## config.mk

```make
export PLATFORM = sky130hd
export DESIGN_NAME = ep_disc_state
export DESIGN_NICKNAME = d
export VERILOG_FILES = /design/src/rtl/disc_pkg.sv /design/src/rtl/disc_flag_reg.sv /design/src/rtl/disc_bus_track.sv /design/src/rtl/disc_reclaim.sv /design/src/rtl/ep_disc_state.sv
export SDC_FILE = /design/constraint.sdc
export NUM_CORES = 1
export LEC_CHECK = 0
export BUFFER_PORTS_ARGS = -buffer_cell sky130_fd_sc_hd__buf_4
export CAP_MARGIN = 40
export CORE_UTILIZATION = 46
export DETAILED_ROUTE_END_ITERATION = 12
export PLACE_DENSITY = 0.79
export SYNTH_ARGS = -nofsm -noshare
export SYNTH_HDL_FRONTEND = slang
export SYNTH_SLANG_ARGS = --single-unit
```

## constraint.sdc

```tcl
create_clock -name clk -period 1.7 [get_ports clk]
set_input_delay 0.255 -clock clk [delete_from_list [all_inputs] [get_ports clk]]
set_output_delay 0.255 -clock clk [all_outputs]
set_load 0.02 [all_outputs]
```

## src/rtl/disc_pkg.sv

```systemverilog
package disc_pkg;
  localparam int EID_W = 8;
  localparam int RID_W = 16;
  localparam int BUS_W = 8;
  localparam logic [2:0] ROUTE_TO_RC = 3'b000;
  localparam logic [EID_W-1:0] NULL_EID = '0;
endpackage

```

## src/rtl/disc_flag_reg.sv

```systemverilog
module disc_flag_reg
  import disc_pkg::*;
(
  input  logic             clk,
  input  logic             rst_n,
  input  logic             set_ev,
  input  logic             clr_ev,
  input  logic             lose_ev,
  input  logic [EID_W-1:0] eid_in,
  input  logic [RID_W-1:0] rid_in,
  input  logic [EID_W-1:0] src_in,
  output logic             flag_q,
  output logic             valid_q,
  output logic [EID_W-1:0] eid_q,
  output logic [RID_W-1:0] rid_q,
  output logic [EID_W-1:0] src_q
);
  logic flag_d, valid_d;

  always_comb begin
    flag_d  = flag_q;
    valid_d = valid_q;
    if (clr_ev)      flag_d = 1'b0;
    else if (set_ev) flag_d = 1'b1;
    if (lose_ev)     valid_d = 1'b0;
    else if (set_ev) valid_d = 1'b1;
  end

  always_ff @(posedge clk or negedge rst_n) begin
    if (!rst_n) begin
      flag_q  <= 1'b0;
      valid_q <= 1'b0;
    end else begin
      flag_q  <= flag_d;
      valid_q <= valid_d;
    end
  end

  always_ff @(posedge clk or negedge rst_n) begin
    if (!rst_n) begin
      eid_q <= '0;
      rid_q <= '0;
      src_q <= '0;
    end else if (set_ev) begin
      eid_q <= eid_in;
      rid_q <= rid_in;
      src_q <= src_in;
    end
  end
endmodule

```

## src/rtl/disc_bus_track.sv

```systemverilog
module disc_bus_track
  import disc_pkg::*;
(
  input  logic             clk,
  input  logic             rst_n,
  input  logic             wr,
  input  logic [BUS_W-1:0] bus_in,
  output logic             changed,
  output logic             notify_q,
  output logic [BUS_W-1:0] bus_q
);
  logic known_q;

  always_comb begin
    changed = wr && (!known_q || (bus_in != bus_q));
  end

  always_ff @(posedge clk or negedge rst_n) begin
    if (!rst_n) begin
      known_q  <= 1'b0;
      bus_q    <= '0;
      notify_q <= 1'b0;
    end else begin
      notify_q <= changed;
      if (wr) begin
        known_q <= 1'b1;
        bus_q   <= bus_in;
      end
    end
  end
endmodule

```

## src/rtl/disc_reclaim.sv

```systemverilog
module disc_reclaim #(
  parameter int unsigned RECLAIM_TICKS = 32'd50_000_000
) (
  input  logic clk,
  input  logic rst_n,
  input  logic tick,
  input  logic stalled,
  output logic expire
);
  localparam int CNT_W = $clog2(RECLAIM_TICKS + 1);
  localparam logic [CNT_W-1:0] LIMIT = CNT_W'(RECLAIM_TICKS);

  logic [CNT_W-1:0] cnt_q, cnt_d;

  always_comb begin
    expire = stalled && tick && (cnt_q == LIMIT - 1'b1);
    cnt_d  = cnt_q;
    if (!stalled)                   cnt_d = '0;
    else if (tick && cnt_q != LIMIT) cnt_d = cnt_q + 1'b1;
  end

  always_ff @(posedge clk or negedge rst_n) begin
    if (!rst_n) cnt_q <= '0;
    else        cnt_q <= cnt_d;
  end
endmodule

```

## src/rtl/ep_disc_state.sv

```systemverilog
module ep_disc_state
  import disc_pkg::*;
#(
  parameter int unsigned RECLAIM_TICKS = 32'd50_000_000
) (
  input  logic             clk,
  input  logic             rst_n,
  input  logic             ev_prep,
  input  logic             ev_probe,
  input  logic             ev_assign,
  input  logic [EID_W-1:0] assign_eid,
  input  logic [RID_W-1:0] assign_rid,
  input  logic [EID_W-1:0] assign_src,
  input  logic             cfg_wr,
  input  logic [BUS_W-1:0] cfg_bus,
  input  logic             eid_lost,
  input  logic             tick,
  input  logic             stalled,
  output logic             discovered,
  output logic             eid_valid,
  output logic [EID_W-1:0] my_eid,
  output logic [RID_W-1:0] owner_rid,
  output logic [EID_W-1:0] owner_eid,
  output logic [BUS_W-1:0] bus_num,
  output logic             notify_req,
  output logic             reply_ok,
  output logic [2:0]       msg_route,
  output logic [EID_W-1:0] msg_dst_eid,
  output logic [EID_W-1:0] msg_src_eid
);
  logic bus_changed, reclaim_hit, clr_any, reply_d;

  disc_bus_track u_bus (
    .clk(clk), .rst_n(rst_n), .wr(cfg_wr), .bus_in(cfg_bus),
    .changed(bus_changed), .notify_q(notify_req), .bus_q(bus_num)
  );

  disc_reclaim #(.RECLAIM_TICKS(RECLAIM_TICKS)) u_rcl (
    .clk(clk), .rst_n(rst_n), .tick(tick), .stalled(stalled),
    .expire(reclaim_hit)
  );

  always_comb begin
    clr_any = ev_prep || bus_changed || eid_lost || reclaim_hit;
    reply_d = ev_probe && !discovered;
  end

  disc_flag_reg u_flag (
    .clk(clk), .rst_n(rst_n), .set_ev(ev_assign), .clr_ev(clr_any),
    .lose_ev(eid_lost), .eid_in(assign_eid), .rid_in(assign_rid),
    .src_in(assign_src), .flag_q(discovered), .valid_q(eid_valid),
    .eid_q(my_eid), .rid_q(owner_rid), .src_q(owner_eid)
  );

  always_ff @(posedge clk or negedge rst_n) begin
    if (!rst_n) reply_ok <= 1'b0;
    else        reply_ok <= reply_d;
  end

  always_comb begin
    msg_route   = ROUTE_TO_RC;
    msg_dst_eid = NULL_EID;
    msg_src_eid = eid_valid ? my_eid : NULL_EID;
  end
endmodule

```

* Word level (Yosys, flattened, before mapping)
Index checks and enable logic that the tools add are counted.
Word-level totals: output and inout bits 63, latch bits 0, bits in registers 71, memories kept 0, RAM bits 0, bits in read-only memories 0
Cells by class: shifts and indexed selects 0, bitwise logic cells 0, multiply operators 0, $lt $le $gt $ge 0, reduce and logical (&&, ||, !) cells 13, $add $sub $neg 1, multiplexer cells 6, div/mod/pow operators 0, eq/ne operators 4
Operator list (number):
- 2-to-1 mux 26 bit | 2
- adder 26 x 1 -> 26 bit, second input constant | 1
- == test 26 bit, second input constant | 1
- != test 26 bit, second input constant | 1
- 2-to-1 mux 8 bit | 1
- != test 8 bit | 1
- logical AND 1 bit | 5
- logical OR 1 bit | 4
- nonzero test 2 bit | 2
- 2-to-1 mux 1 bit | 3
- logical NOT 1 bit | 2
- != test 2 x 1 -> 1 bit, second input constant | 1

* Longest topological paths before layout
depth after elaboration 7, gate-level depth with buffers 8, mapped depth without buffers 7

* By module
A second synthesis with hierarchy kept.
Unflattened totals: cells, all modules 301, area, all modules 3666.0 sq um
Modules (own cells, without submodules):
- disc_reclaim | times used 1, area an instance 1637.8 sq um, seq. area each 650.6 sq um, cells an instance 174
- disc_flag_reg | times used 1, area an instance 1407.6 sq um, seq. area each 850.8 sq um, cells an instance 72
- disc_bus_track | times used 1, area an instance 445.4 sq um, seq. area each 250.2 sq um, cells an instance 32
- ep_disc_state | times used 1, area an instance 175.2 sq um, seq. area each 25.0 sq um, cells an instance 23

* Worst setup path after synthesis
OpenSTA, ideal clock, no wires.
kind register -> register, start register u_rcl.cnt_q[0], end register u_rcl.cnt_q[9], buffers on the path 1, setup slack -0.029 ns, setup time 0.119 ns, data arrival time 1.611 ns, cell stages (with the launch flop) 9, cells stage by stage dfrtp_1 > inv_1 > ha_1 > nor4b_2 > nand3_1 > o31ai_4 > buf_6 > nor4_1 > o21a_1
Between the ends: longest elaborated chain between the ends 3, elaborated cells on any way between the ends 6, classes of those cells 1 x add/sub; 2 x eq/ne; 2 x mux; 1 x reduce/logical
Ends and longest elaborated chain:
- start: declaration | line disc_reclaim.sv:13 | logic [CNT_W-1:0] cnt_q, cnt_d;
- start signal: assignment | line disc_reclaim.sv:24 | else cnt_q <= cnt_d;
- adder 26 x 1 -> 26 bit or != test 26 bit (tied branches) | line disc_reclaim.sv:19 | else if (tick && cnt_q != LIMIT) cnt_d = cnt_q + 1'b1;
- 2-to-1 mux 26 bit or logical AND 1 bit (tied branches) | line disc_reclaim.sv:19
- 2-to-1 mux 26 bit or != test 2 x 1 -> 1 bit (tied branches)
Several ways; a longest one is shown, not always the timed one. The select of a mux whose other input is x is not followed. A chain may end at the register's enable or synchronous reset.

* Final worst setup path
start register u_rcl.cnt_q[0], end register u_rcl.cnt_q[11]
Same word-level chain as after synthesis.

==> flow_metrics.tcl <==
set metrics [dict create \
    grt_overflow 0 \
    cts_root_buf "clkbuf_8" \
    ys_seq_area_frac 0.5207 \
    r2r_slack_ns -0.06 \
    clkLatencyLatePin_ns 0.34 \
    die_y_um 88.13 \
    yosysMostFrequentCell "dfrtp_1" \
    synth_top_area_frac 0.5207 \
    start_kind "flop" \
    drtIter0Drc 139 \
    finalSetupViolations 6 \
    ant_nets 0 \
    clock_sinks 71 \
    wl_per_cell_um 14.45 \
    ys_warn_count 0 \
    hold-path-endpoint "u_flag.valid_q" \
    synth-edff-count 0 \
    layout.nets 467 \
    peakVddDrop_mv 0.3854 \
    rsz0062_at_grt "yes" \
    power.density_nw_per_um2 840.6 \
    dr.pass1.iters 4 \
    ys_ff_latch 71 \
    diodes 0 \
    synth_common_cells "71 x dfrtp_1, 40 x mux2_2, 19 x and2_1" \
    skew_ns 0.004472 \
    power_uw 3937 \
    dp_hpwl_um 5537 \
    grt_pass1_wl_um 11780 \
    fin_ws_ns -0.06307 \
    placementRows 31 \
    io_buffers 100 \
    post-route-util 0.6492 \
    critPathSlowestCell "dfrtp_1" \
    post_dp_cell_area_um2 4417 \
    cts_max_path_buffers 2 \
    fmax_ghz 0.5672 \
    met3_usage 0.05278 \
    h-tree-depth 3 \
    ys_types 46 \
    path_clk_slew_ns 0.07 \
    synth_area_um2 3412 \
    gp_congestion 0.8406 \
    drive_above_1_share 0.4810 \
    period_share 1.037 \
    min_path_cells 2 \
    path_class "flop to flop" \
    cp_max_fo 14 \
    rr_startpoint "u_rcl.cnt_q[0]" \
    areaGrowthSynthToFinish_pct 37.26 \
    drv_slew 0 \
    viasPerCell 4.994 \
    vias 2592 \
    grt_max_degree 37 \
    hold_viol 0 \
    drt_wl_total_um 7500 \
    synth_flop_cell "dfrtp_1" \
    ff2ff_path_depth 9 \
    io_pins 112 \
    grt_pass1_vias 2511 \
    cp_top_family "compound AO/OA/AOI/OAI gates" \
    initial_core_util 0.4729 \
    die_x_um 88.13 \
    min_from "eid_lost" \
    met1_usage 0.2438 \
    cp.arrival_ns 2.03 \
    path_cells "inv_1 > ha_2 > nor4b_4 > nand3_2 > o31ai_4 > buf_12 > buf_6 > o31ai_1 > a21boi_1" \
    end_kind "flop" \
    status "complete, but fails checks" \
    cap_viol_max_count 0 \
    final_area_um2 4683 \
    dieArea_um2 7766 \
    fin_tns_setup_ns -0.2666 \
    antenna_found_initial 0 \
    crit_required_ns 1.97 \
    critPathBufInv 3 \
    fin_crit_ns 1.763 \
    hp-class "input pin to flop" \
    max_stage_delay_ns 0.39 \
    synth_area_per_cell_um2 11.89 \
    tritoncts "yes" \
    core_um2 7214 \
    drc 0 \
    grt_use_total 0.2026 \
    p_leak_uw 0.002150 \
    synthTopCellsByArea "dfrtp_1 52%, mux2_2 13%, and2_1 3.5%" \
    r2r_end "u_rcl.cnt_q[11]" \
    cts_made_buffers 9 \
    met2_usage 0.3559 \
    violations "negative setup slack" \
    synth_top_area_cell "dfrtp_1" \
    synthCells 287 \
    gr-max-usage-layer "met2" \
    synthArstFlopShare 1.000 \
]
## through the flow
| stage | worst slack, ns | hold slack, ns | cells |
|---|---|---|---|
| 4_1_cts | -0.1022 | 0.05927 | 519 |
| 3_3_place_gp | -0.02753 | 0.1386 | 501 |
| 2_1_floorplan | 0.009573 | -0.04059 | 297 |
| 3_5_place_dp | -0.1259 | 0.1388 | 501 |
| 5_1_grt | -0.1537 | 0.05345 | 519 |
| 6_report | -0.06307 | 0.06785 | 519 |
## sequential cells by signal, indices dropped and copies added (netlist names), 8 cells and up
name / count
u_flag.src_q: 8
u_flag.eid_q: 8
u_rcl.cnt_q: 26
u_flag.rid_q: 16
u_bus.bus_q: 8
## how the worst max path moves through the flow
stage	cells after the start	endpoint	startpoint	slack (ns)
finish	9	u_rcl.cnt_q[11]	u_rcl.cnt_q[0]	-0.06
global route	9	u_rcl.cnt_q[0]	u_rcl.cnt_q[0]	-0.15
CTS	8	u_rcl.cnt_q[21]	u_rcl.cnt_q[0]	-0.10
detailed placement	8	u_rcl.cnt_q[21]	u_rcl.cnt_q[0]	-0.13
global placement	8	u_rcl.cnt_q[21]	u_rcl.cnt_q[0]	-0.03
floorplan	7	u_rcl.cnt_q[9]	u_rcl.cnt_q[11]	0.01
## layer usage
metal  wire length (µm)  part of all wire  vias up
met5                  0                 0        -
met4                102             0.014        0
met3                472             0.063       10
met2               3778              0.50       79
met1               3148              0.42     1263
li1                   -                 -     1240
## layout make-up
class | count | area [µm²]
clock buffer | 10 | 137.6
clock inverter | 5 | 58.81
inverter | 4 | 15.01
sequential | 71 | 1777
tap | 99 | 123.9
multi-input combinational | 200 | 1560
timing repair buffer | 130 | 1011
fill | 555 | 2531
## logic make-up after synthesis
logic type | synth area share
AND/OR/NAND/NOR | 0.1870
flip-flops | 0.5207
multiplexers | 0.1467
buffers and inverters | 0.04400
AO/OA/AOI/OAI | 0.04437
XOR/XNOR | 0.04877
adder cells (fa/ha/maj) | 0.007333
other | 0.001099
## cells in the final DEF, fill, tap and decap left out, types with 6 or more instances in the layout
cell,count
and2_1,19
buf_4,125
clkbuf_8,10
conb_1,11
dfrtp_1,71
mux2_2,40
nand2_1,16
nand2b_1,6
nand3_1,13
nand4_1,8
nor2_1,7
xnor2_1,10
xor2_1,9
## where the power goes
part | switching (µW) | leakage [µW] | total [µW] | internal, µW
Combinational | 366 | 0.00117 | 728 | 363
Sequential | 68.4 | 0.000888 | 1860 | 1790
Clock | 638 | 0.0000944 | 1350 | 709
## repair_timing
item | CTS | global route
hold endpoints to repair | 15 | 0
buffers inserted | 2 | 0
pin swaps | 3 | 1
endpoints found under the setup margin | 9 | 18
hold buffers | 1 | 0
resized for setup | 2 | 8
## worst register-to-register path, stage by stage, from the launching register on
cell and delay, ns:
dfrtp_1 0.39, inv_1 0.07, ha_2 0.17, nor4b_4 0.19, nand3_2 0.13, o31ai_4 0.24
buf_12 0.18, buf_6 0.11, o31ai_1 0.07, a21boi_1 0.15
Note: power is estimated with default switching activity, not from simulation.
